==> config.mk <==
export PLATFORM = sky130hd
export DESIGN_NAME = swi_prio_arb
export DESIGN_NICKNAME = d
export VERILOG_FILES = /design/src/rtl/swi_pkg.sv /design/src/rtl/swi_pending.sv /design/src/rtl/swi_select.sv /design/src/rtl/swi_seq.sv /design/src/rtl/swi_prio_arb.sv
export SDC_FILE = /design/constraint.sdc
export NUM_CORES = 1
export LEC_CHECK = 0
export ABC_AREA = 1
export CELL_PAD_IN_SITES_DETAIL_PLACEMENT = 2
export CELL_PAD_IN_SITES_GLOBAL_PLACEMENT = 2
export CORE_UTILIZATION = 34
export CTS_BUF_LIST = sky130_fd_sc_hd__clkbuf_4 sky130_fd_sc_hd__clkbuf_8
export DETAILED_ROUTE_END_ITERATION = 10
export GPL_TIMING_DRIVEN = 0
export PLACE_DENSITY_LB_ADDON = 0.1
export SETUP_SLACK_MARGIN = 0.2
export SYNTH_ARGS = -nofsm -noshare
export SYNTH_HDL_FRONTEND = slang
export SYNTH_SLANG_ARGS = --single-unit
==> constraint.sdc <==
create_clock -name clk_i -period 2.5 [get_ports clk_i]
set_input_delay 0.75 -clock clk_i [delete_from_list [all_inputs] [get_ports clk_i]]
set_output_delay 0.75 -clock clk_i [all_outputs]
set_load 0.02 [all_outputs]
==> src/rtl/swi_pkg.sv <==
package swi_pkg;
  localparam int NKIND = 5;

  typedef enum logic [2:0] {
    K_LOW = 3'd0,
    K_L0  = 3'd1,
    K_L1  = 3'd2,
    K_L2  = 3'd3,
    K_NMI = 3'd4
  } swi_kind_e;

  typedef enum logic [1:0] {
    S_IDLE,
    S_WAIT,
    S_NOP,
    S_VEC
  } seq_state_e;
endpackage

==> src/rtl/swi_pending.sv <==
module swi_pending #(
  parameter int N = swi_pkg::NKIND
) (
  input  logic         clk_i,
  input  logic         rst_ni,
  input  logic [N-1:0] set_i,
  input  logic [N-1:0] clr_i,
  output logic [N-1:0] pend_o
);
  always_ff @(posedge clk_i or negedge rst_ni) begin
    if (!rst_ni) pend_o <= '0;
    else         pend_o <= (pend_o | set_i) & ~clr_i;
  end
endmodule

==> src/rtl/swi_select.sv <==
module swi_select
  import swi_pkg::*;
#(
  parameter int N = NKIND
) (
  input  logic [N-1:0] cand_i,
  input  logic [1:0]   ccpl_i,
  input  logic         en_i,
  output logic [N-1:0] grant_o,
  output logic [2:0]   kind_o,
  output logic         hit_o
);
  logic [N-1:0] elig;

  for (genvar k = 0; k < N; k++) begin : g_elig
    if (k == int'(K_LOW)) begin : g_low
      assign elig[k] = (ccpl_i == 2'd0);
    end else if (k == int'(K_NMI)) begin : g_nmi
      assign elig[k] = 1'b1;
    end else begin : g_lvl
      assign elig[k] = (ccpl_i <= 2'(k - 1));
    end
  end

  always_comb begin
    grant_o = '0;
    kind_o  = '0;
    hit_o   = 1'b0;
    for (int k = N - 1; k >= 0; k--) begin
      if (en_i && !hit_o && cand_i[k] && elig[k]) begin
        grant_o[k] = 1'b1;
        kind_o     = 3'(k);
        hit_o      = 1'b1;
      end
    end
  end
endmodule

==> src/rtl/swi_seq.sv <==
module swi_seq
  import swi_pkg::*;
#(
  parameter int DELAY_CYC = 3,
  parameter int NOP_CYC   = 3
) (
  input  logic       clk_i,
  input  logic       rst_ni,
  input  logic       start_i,
  input  logic [2:0] kind_i,
  input  logic [1:0] ccpl_i,
  output logic       idle_o,
  output logic       inject_nop_o,
  output logic       vector_valid_o,
  output logic [2:0] vector_idx_o,
  output logic [1:0] new_ccpl_o
);
  localparam int CMAX = (DELAY_CYC > NOP_CYC) ? DELAY_CYC : NOP_CYC;
  localparam int CW   = (CMAX > 1) ? $clog2(CMAX + 1) : 1;
  localparam logic [CW-1:0] DLY_LD = CW'((DELAY_CYC > 0) ? DELAY_CYC - 1 : 0);
  localparam logic [CW-1:0] NOP_LD = CW'(NOP_CYC - 1);

  seq_state_e    st_q;
  logic [CW-1:0] cnt_q;
  logic [2:0]    kind_q;
  logic [1:0]    lvl_q, lvl_d;

  always_comb begin
    unique case (kind_i)
      K_NMI:   lvl_d = 2'd3;
      K_LOW:   lvl_d = ccpl_i;       // lowest kind keeps the level
      default: lvl_d = kind_i[1:0];  // level n -> n+1 == kind code
    endcase
  end

  always_ff @(posedge clk_i or negedge rst_ni) begin
    if (!rst_ni) begin
      st_q   <= S_IDLE;
      cnt_q  <= '0;
      kind_q <= '0;
      lvl_q  <= '0;
    end else begin
      unique case (st_q)
        S_IDLE: if (start_i) begin
          kind_q <= kind_i;
          lvl_q  <= lvl_d;
          if (kind_i == K_NMI || DELAY_CYC == 0) begin
            st_q  <= S_NOP;
            cnt_q <= NOP_LD;
          end else begin
            st_q  <= S_WAIT;
            cnt_q <= DLY_LD;
          end
        end
        S_WAIT: if (cnt_q == '0) begin
          st_q  <= S_NOP;
          cnt_q <= NOP_LD;
        end else cnt_q <= cnt_q - 1'b1;
        S_NOP: if (cnt_q == '0) st_q <= S_VEC;
               else cnt_q <= cnt_q - 1'b1;
        S_VEC: st_q <= S_IDLE;
        default: st_q <= S_IDLE;
      endcase
    end
  end

  assign idle_o         = (st_q == S_IDLE);
  assign inject_nop_o   = (st_q == S_NOP);
  assign vector_valid_o = (st_q == S_VEC);
  assign vector_idx_o   = vector_valid_o ? kind_q : '0;
  assign new_ccpl_o     = vector_valid_o ? lvl_q : '0;
endmodule

==> src/rtl/swi_prio_arb.sv <==
module swi_prio_arb
  import swi_pkg::*;
#(
  parameter int DELAY_CYC = 3,
  parameter int NOP_CYC   = 3
) (
  input  logic       clk_i,
  input  logic       rst_ni,
  input  logic       req_valid_i,
  input  logic [2:0] req_kind_i,
  input  logic [1:0] ccpl_i,
  output logic       inject_nop_o,
  output logic       vector_valid_o,
  output logic [2:0] vector_idx_o,
  output logic [1:0] new_ccpl_o
);
  logic [NKIND-1:0] req_vec, pend, cand, grant;
  logic [2:0]       sel_kind;
  logic             sel_hit, seq_idle;

  always_comb begin
    req_vec = '0;
    if (req_valid_i && int'(req_kind_i) < NKIND) req_vec[req_kind_i] = 1'b1;
  end

  assign cand = pend | req_vec;

  swi_pending #(.N(NKIND)) u_pend (
    .clk_i  (clk_i),
    .rst_ni (rst_ni),
    .set_i  (req_vec),
    .clr_i  (grant),
    .pend_o (pend)
  );

  swi_select #(.N(NKIND)) u_sel (
    .cand_i  (cand),
    .ccpl_i  (ccpl_i),
    .en_i    (seq_idle),
    .grant_o (grant),
    .kind_o  (sel_kind),
    .hit_o   (sel_hit)
  );

  swi_seq #(.DELAY_CYC(DELAY_CYC), .NOP_CYC(NOP_CYC)) u_seq (
    .clk_i          (clk_i),
    .rst_ni         (rst_ni),
    .start_i        (sel_hit),
    .kind_i         (sel_kind),
    .ccpl_i         (ccpl_i),
    .idle_o         (seq_idle),
    .inject_nop_o   (inject_nop_o),
    .vector_valid_o (vector_valid_o),
    .vector_idx_o   (vector_idx_o),
    .new_ccpl_o     (new_ccpl_o)
  );
endmodule

* Yosys cells after proc, flatten, opt, wreduce, memory -nomap -nowiden *
Index checks and enable logic that the tools add are counted.

word-level totals
  input port bits = 8
  flip-flop bits (word level) = 14
  output and inout bits = 7
  word-level logic and storage cells = 79

cells by class
  reduce and logical (&&, ||, !) cells = 27
  muxes and demuxes = 29
  add/subtract/negate cells = 1
  order comparisons = 6
  equality and inequality tests = 8
  bitwise gates (word level) = 3

operators by type and width
  operator              number
  $mux W3               6
  $mux W2               8
  $logic_and A1 B1 Y1   15
  $mux W1               10
  $pmux W2 S4           1
  $logic_not A2 Y1      3
  $pmux W2 S3           1
  $reduce_and A3 Y1     2
  $and A5 B5 Y5         1
  $mux W5               1
  $not A5 Y5            1
  $or A5 B5 Y5          1
  $eq A2 B2 Y1 const B  2
  $le A2 B1 Y1 const B  2
  $logic_not A1 Y1      4
  $lt A3 B4 Y1 const B  1
  $ne A2 B1 Y1 const B  2
  $ne A2 B2 Y1 const B  2
  $pmux W2 S2           1
  $demux W1 S3          1
  $eq A3 B3 Y1 const B  1
  $ge A3 B1 Y1 const B  1
  $logic_not A3 Y1      1
  $lt A3 B3 Y1 const B  1
  5 further kinds       5

* Logic depth before layout (Yosys ltp) *
Gate-level depths: netlist of run 1.

  word-level depth = 32
  depth in mapped cells = 11
  mapped depth without buffers = 11

* Hierarchy *
A second synthesis of run 1 with hierarchy kept.

second synthesis, totals
  cells, all modules = 149
  area, all modules = 988.4 um^2

modules (own cells, without submodules)
  module        area each (um^2)  seq. area each (um^2)  instances  cells an instance
  swi_seq       600.6             225.2                  1          83
  swi_pending   162.7             125.1                  1          15
  swi_select    113.9             0.0                    1          23
  swi_prio_arb  111.4             0.0                    1          28

* Worst setup path before layout of run 1 *
Ideal clock, no wire load.

  path kind = input to register
  start = input req_kind_i[1]
  end = register u_seq.cnt_q[0]
  path slack = 0.782 ns
  stages on the path = 10
  buffers on the path = 0
  arrival = 1.601 ns
  data required time = 2.383 ns
  setup time = 0.117 ns
  cells stage by stage = inv_2 > nand2_1 > nor2_1 > nor2_1 > nand3_2 > nand3_2 > nor2_4 > o211ai_4 > nand3_1 > nand2_1

between the ends
  longest elaborated chain between the ends = 30
  elaborated cells between the ends (all ways) = 33
  those cells by class = order compare (3); eq/ne (1); mux (8); bitwise (1); reduce/logical (20)

RTL lines
  what                                                                       RTL line            source
  start: declaration                                                         swi_prio_arb.sv:10  input logic [2:0] req_kind_i,
  $lt A3 B4 Y1 (implied by the code) / $ge A3 B1 Y1 (equally long branches)  swi_prio_arb.sv:23  if (req_valid_i && int'(req_kind_i) < NKIND) req_vec[req_kind_i] = 1'b1;
  $logic_and A1 B1 Y1 (implied by the code)                                  swi_prio_arb.sv:23
  $mux W1 (implied by the code)                                              swi_prio_arb.sv:23
  $demux W1 S3                                                               swi_prio_arb.sv:23
  $mux W5 *                                                                  swi_prio_arb.sv:23
  $or A5 B5 Y5 *                                                             swi_prio_arb.sv:26  assign cand = pend | req_vec;
  $logic_and A1 B1 Y1                                                        swi_select.sv:30    if (en_i && !hit_o && cand_i[k] && elig[k]) begin
  $mux W1                                                                    swi_select.sv:30
  (+10 left out)                                                             n/a
  $logic_not A1 Y1                                                           swi_select.sv:30
  $logic_and A1 B1 Y1 (3 in a row)                                           swi_select.sv:30
  $mux W1                                                                    swi_select.sv:30
  $logic_not A1 Y1                                                           swi_select.sv:30
  $logic_and A1 B1 Y1 (3 in a row)                                           swi_select.sv:30
  $mux W1 *                                                                  swi_select.sv:30
  $ne A2 B2 Y1 (no line) *                                                   n/a
  $reduce_and A3 Y1 (no line) *                                              n/a
  end signal: assignment                                                     swi_seq.sv:58       end else cnt_q <= cnt_q - 1'b1;
  end signal: assignment                                                     swi_seq.sv:60       else cnt_q <= cnt_q - 1'b1;
  end: declaration                                                           swi_seq.sv:24       logic [CW-1:0] cnt_q;

Mark *: on every way between the ends. The rest lies on a longest branch, timed or not.
A chain may end at the register's enable or synchronous reset.

* Final worst setup path of run 1 *
Same ends and word-level chain as after synthesis.

==> metrics.txt, run 1 <==
dpl cell area=1110 um2; Setup TNS Final=0 ns; die area=2955 um2; Critical Path, Cell by Cell=clkdlybuf4s50_1 -> inv_2 -> nand2_1 -> o21bai_1 -> nand2_2 -> nand3_2 -> nor2_4 -> o211ai_4 -> nand3_1 -> nand2_1; Port Buf Inserts=14; antenna cells=0; Rows=18; Final nets=160; CP Class=in -> reg; min Tclk post-route=2.223 ns; TritonRoute pass-1 iters=4; Max clock buf depth=2; routed len/inst=15.02 um; initial antenna violation count=0; vias per inst=5.012; CTS Root Cell=clkbuf_4; required time worst endpoint=2.67 ns; Core Area=2545 um2; TritonCTS clock tree=built; Tot GR Track Use=19.85%; Relative slew margins=55.03%; Starting Density=36.63%; f_max=449.9 MHz; delay-heaviest family, CP=simple AND/OR/NAND/NOR gates; HPWL Detailed=1980 um; Reg2Reg Launch Point=u_seq.st_q[1]; DRC violations left=0; # hold bufs at CTS=0; Pwr per Cell Area=1144 nW/um2; Hold/Removal Path Class=reg -> reg; Reg clk slew, reported paths=0.08 ns; R2R setup slack=0.40 ns; GP Congestion=0.7707; Leak=0.7083 nW; RR Endpoint=u_seq.cnt_q[0]; hold path cells=2; Peak VDD IR=0.5883 mV; global-route wire length before repair=4036 um; Die Wd=54.36 um; Final Cycle Share=88.91%; Post-synth EDFFs=0; via count=867; syn_nets=133; grt ovf=0; maxcap violations=0; Avg Cell Area, Syn=7.900 um2; Die Height=54.36 um; Top cell by count, worst path=nand2_1; DRT iter0 DRCs=7; largest net degree at the start of global routing=15; Worst Setup End Kind=flip-flop; asr flop ratio synth=100.0%; # clock sinks=14; share of layout cells above drive strength 1=21.68%; Gate Count Post-Synth=118; number of CTS-inserted buffers=3; Final Hold Viols=0; Final setup viols=0; WP buf/inv=2; H-Tree Depth=1; Hold Path Origin=u_pend.pend_o[4]; path depth of the worst reg2reg path=12; mapped cell area=932.1 um2; Fillers=300; outcome=complete, no violations; design area=1214 um2; RSZ-0062 raised after global routing=false; arrival time at the worst endpoint=2.40 ns; Hold Path End=u_pend.pend_o[4]; boundary pin count=15; Detailed Route WL=2599 um; sequential fraction of the synthesis area=37.58%; ys flop type=dfrtp_1; ANT nets after route=0; crit start category=input port; CP max stage cell=clkdlybuf4s50_1; Worst Skew=0.001176 ns; Synth cell types=22; worst skew pair latency=0.28 ns; vias in the first global route=882; Synth Warn #=0; area delta synth->final=30.20%; crit-path max cell delay=0.52 ns; actual slew at the worst max-slew pin=0.6725 ns; Fin Hold WS=0.5190 ns; Synth Register Bits=14; fin. max-slew vios=0; Crit Path Max Fanout=7
## how the worst max path moves through the flow
stage | startpoint | endpoint | slack (ns) | cells past startpoint
2_1_floorplan | req_kind_i[1] | u_seq.cnt_q[0] | 0.78 | 10
3_3_place_gp | req_kind_i[0] | u_seq.cnt_q[1] | 0.01 | 10
3_5_place_dp | req_kind_i[0] | u_seq.cnt_q[0] | -0.07 | 10
4_1_cts | u_seq.st_q[0] | new_ccpl_o[1] | 0.10 | 4
5_1_grt | u_seq.st_q[0] | inject_nop_o | 0.20 | 3
6_report | req_kind_i[1] | u_seq.cnt_q[0] | 0.28 | 10
## layout make-up
cell class	instances	area [um2]	area share, %
multi-input combinational	77	498.0	41.03
sequential	14	351.6	28.97
timing repair buffer	22	202.7	16.70
inverter	27	101.3	8.351
tap	30	37.54	3.093
clock buffer	3	22.52	1.856
## report_power, final
group          switching [W]  internal, W
Clock              0.0000738    0.0000560
Sequential         0.0000617     0.000332
Combinational       0.000513     0.000353
## per-layer routing
layer | global-route usage, % | share of wire (%) | up-vias
li1 | - | - | 425
met1 | 23.91 | 45 | 427
met2 | 35.37 | 51 | 13
met3 | 5.833 | 3.3 | 2
met4 | 2.564 | 0.27 | 0
met5 | 0 | 0 | -
## stage by stage
stage,setup WS [ns],utilization [%],cells,total power (W)
floorplan,0.7820,-,118,0.0009491
global placement,0.01383,43.61,162,0.001132
detailed placement,-0.07195,43.61,162,0.001173
CTS,0.1042,45.08,166,0.001321
global route,0.2045,47.69,173,0.001531
finish,0.2771,47.69,173,0.001389
## tightest hold or removal path: stages (launching register included)
cell and delay (ns):
dfrtp_1 0.35, nor2_1 0.06, nor2_1 0.07
## cells by family after synthesis
| group | share of synthesized area (%) |
|---|---|
| AOI/OAI and AO/OA | 12.48 |
| adders and majority gates | 9.396 |
| buffers and inverters | 10.87 |
| DFF | 37.58 |
| muxes | 1.208 |
| and+or+nand+nor | 28.46 |
## placed cells by master, fill, tap and decap left out, types with 3 or more instances in the layout
| master | instances |
|---|---|
| a21oi_1 | 3 |
| buf_4 | 8 |
| clkbuf_4 | 3 |
| clkdlybuf4s50_1 | 6 |
| dfrtp_1 | 13 |
| dlygate4sd2_1 | 4 |
| dlymetal6s2s_1 | 3 |
| ha_1 | 6 |
| inv_1 | 23 |
| inv_2 | 4 |
| nand2_1 | 27 |
| nand2_2 | 3 |
| nand3_1 | 9 |
| nand4_1 | 3 |
| nor2_1 | 4 |
| o211ai_1 | 3 |
| o21ai_0 | 4 |
## state kept, by name, summed over array words and instances, names as in the netlist
name           cells
u_seq.kind_q       3
u_seq.st_q         2
u_seq.cnt_q        2
u_seq.lvl_q        2
u_pend.pend_o      5
## cell usage after synthesis, drive strengths merged (2+ instances only)
cell type | instances | area (um2)
ha | 7 | 87.58
a21oi | 4 | 23.77
nand3 | 11 | 65.06
nand4 | 3 | 18.77
dfrtp | 14 | 350.3
o21ai | 6 | 33.78
nor2 | 7 | 41.29
o211ai | 4 | 43.79
inv | 27 | 101.3
nand2 | 30 | 117.6
o21bai | 2 | 15.01
## what timing repair did
item                                    4_1_cts  5_1_grt
pin swaps                                     0        2
buffers inserted                              1        7
gates resized for setup                       8        6
endpoints found under the setup margin        7       10
No activity file was read; power rests on OpenSTA's default activity.
==> run 2: changes to the inputs <==
- GPL_ROUTABILITY_DRIVEN: not set -> 0
==> results of run 2 <==
The final DEF is identical to that of run 1; final timing and power are the same.
==> run 3: changes to the inputs <==
- CORE_MARGIN: not set -> 2
==> run 3 against run 2 <==
Compared with the run above:
- worst setup slack better by 0.033 ns
- combinational power shrank 3.8%
- clock power increased by 33%
- maximum frequency grew 1.5%
- sequential share of layout area is 0.49 points higher
- cell area is 1.6% lower
- sequential power about the same
- first-iteration DRC count is 86% higher
- die area rose by 7.5%
- via count down 2.9%
- register-to-register slack improved by 0.02 ns
- critical path depth shrank 7
- critical endpoint is now inject_nop_o
==> metrics.txt, run 3 (synthesized netlist as in run 1, its figures left out) <==
outcome=complete, no violations (unchanged); post-layout instance count excluding filler cells=170 (was 173); Peak VDD IR=0.5606 mV (was 0.5883 mV); DRT iter0 DRCs=13 (was 7); R2R setup slack=0.42 ns (was 0.40 ns); Leak=0.6754 nW (was 0.7083 nW); Final nets=156 (was 160); dpl ws=-0.04760 ns (was -0.07195 ns); RR Endpoint=u_seq.kind_q[0] (was u_seq.cnt_q[0]); Max clock buf depth=2 (unchanged); # clock sinks=14 (unchanged); arrival time at the worst endpoint=1.44 ns (was 2.40 ns); vias per inst=4.953 (was 5.012); via count=842 (was 867); Port Buf Inserts=14 (unchanged); Die Wd=56.36 um (was 54.36 um); path depth of the worst reg2reg path=11 (was 12); global-route wire length before repair=4436 um (was 4036 um); grt ovf=0 (unchanged); initial antenna violation count=0 (unchanged); Worst Setup End Kind=output pin (was flip-flop); Starting Density=36.63% (unchanged); Core Area=2545 um2 (unchanged); area delta synth->final=28.05% (was 30.20%); CP Class=reg -> out (was in -> reg); required time worst endpoint=1.75 ns (was 2.67 ns); Setup TNS Final=0 ns (unchanged); min Tclk post-route=2.190 ns (was 2.223 ns); actual slew at the worst max-slew pin=0.6508 ns (was 0.6725 ns); Fillers=292 (was 300); vias in the first global route=948 (was 882); routed len/inst=15.64 um (was 15.02 um); Critical Path Source=u_seq.st_q[0] (was req_kind_i[1]); Largest register FFs=5 (unchanged); largest net degree at the start of global routing=15 (unchanged); Biggest register=u_pend.pend_o (unchanged); H-Tree Depth=1 (unchanged); fin. max-slew vios=0 (unchanged); Placed Cells incl. Taps=162 (unchanged); most common cell after layout, fill and taps aside=nand2_1 (unchanged); share of layout cells above drive strength 1=20.71% (was 21.68%); Reg2Reg Launch Point=u_seq.st_q[1] (unchanged); CTS Root Cell=clkbuf_4 (unchanged); Relative slew margins=56.48% (was 55.03%); HPWL Detailed=1994 um (was 1980 um); boundary pin count=15 (unchanged); Reg clk slew, reported paths=0.10 ns (was 0.08 ns); Final Util=46.90% (was 47.69%); worst skew pair latency=0.29 ns (was 0.28 ns); Critical Path Sink=inject_nop_o (was u_seq.cnt_q[0]); RSZ-0062 raised after global routing=false (unchanged); antenna cells=0 (unchanged); ANT nets after route=0 (unchanged); Largest regs=u_pend.pend_o x5, u_seq.kind_q x3 (unchanged); TritonRoute pass-1 iters=4 (unchanged); Final Hold Viols=0 (unchanged); TritonCTS clock tree=built (unchanged); Rows=18 (unchanged); Final Cycle Share=87.61% (was 88.91%); Final setup viols=0 (unchanged); DRC violations left=0 (unchanged); maxcap violations=0 (unchanged); Die Height=56.36 um (was 54.36 um); final worst setup slack=0.3097 ns (was 0.2771 ns); Crit Path Max Fanout=5 (was 7); crit start category=flip-flop (was input port); die area=3176 um2 (was 2955 um2); Worst Skew=0.004443 ns (was 0.001176 ns); Hold/Removal Path Class=reg -> reg (unchanged); f_max=456.5 MHz (was 449.9 MHz); Detailed Route WL=2658 um (was 2599 um); most frequent cells in the layout=nand2_1, inv_1, dfrtp_1 (unchanged); Pwr per Cell Area=1172 nW/um2 (was 1144 nW/um2); Tot GR Track Use=17.88% (was 19.85%); number of CTS-inserted buffers=3 (unchanged)
-- run 3: power breakdown --
group | leakage [nW] | internal [W] | switching, W
clock network | 0.0210 | 0.0000887 | 0.0000845
registers | 0.172 | 0.000332 | 0.0000617
logic | 0.482 | 0.000323 | 0.000510
total | 0.675 | 0.000743 | 0.000656
-- run 3: final cells by class --
class	instances	area (um2)	area share (%)
well taps	30	37.54	3.145
clock buffers	4	36.28	3.040
multi-input cells	77	500.5	41.93
inverters	27	101.3	8.491
flip-flops and latches	14	351.6	29.46
repair buffers	18	166.4	13.94
-- run 3: layer usage --
metal	global-route usage, %	vias to the layer above	wire length [um]
met1	23.50	407	1281
li1	-	419	-
met2	30.25	11	1288
met3	2.074	5	48
met4	6.122	0	40
met5	0	-	0
-- run 3: per-stage QoR --
stage | hold WS, ns | total power [W] | instance area [um2]
after detailed placement | 0.5203 | 0.001173 | 1110
after CTS | 0.5447 | 0.001375 | 1160
after global placement | 0.4655 | 0.001129 | 1110
after floorplan | 0.4417 | 0.0009491 | 932.1
final | 0.5265 | 0.001399 | 1194
after global routing | 0.5727 | 0.001541 | 1194
-- run 3: worst max-delay path, stage by stage, from the launching register on --
cell and delay [ns]:
dfrtp_2 0.45, inv_1 0.13, ha_2 0.25, clkdlybuf4s15_1 0.32
-- run 3: what timing repair did --
item / CTS / global route
setup buffers: 1 / 3
pin swaps: 0 / 2
hold buffers: 0 / 0
resized for setup: 9 / 5
endpoints found under the setup margin: 7 / 7
endpoints found under the hold margin: 0 / 0
-- run 3: worst min-delay path by stage --
| stage | start | to | slack [ns] | cells after the start |
|---|---|---|---|---|
| floorplan | u_seq.cnt_q[0] | u_seq.cnt_q[0] | 0.44 | 2 |
| global placement | u_seq.cnt_q[0] | u_seq.cnt_q[0] | 0.47 | 2 |
| detailed placement | u_seq.cnt_q[1] | u_seq.cnt_q[1] | 0.52 | 2 |
| CTS | u_seq.cnt_q[1] | u_seq.cnt_q[1] | 0.54 | 2 |
| global route | u_seq.cnt_q[0] | u_seq.cnt_q[0] | 0.57 | 2 |
| finish | u_seq.cnt_q[0] | u_seq.cnt_q[0] | 0.53 | 2 |
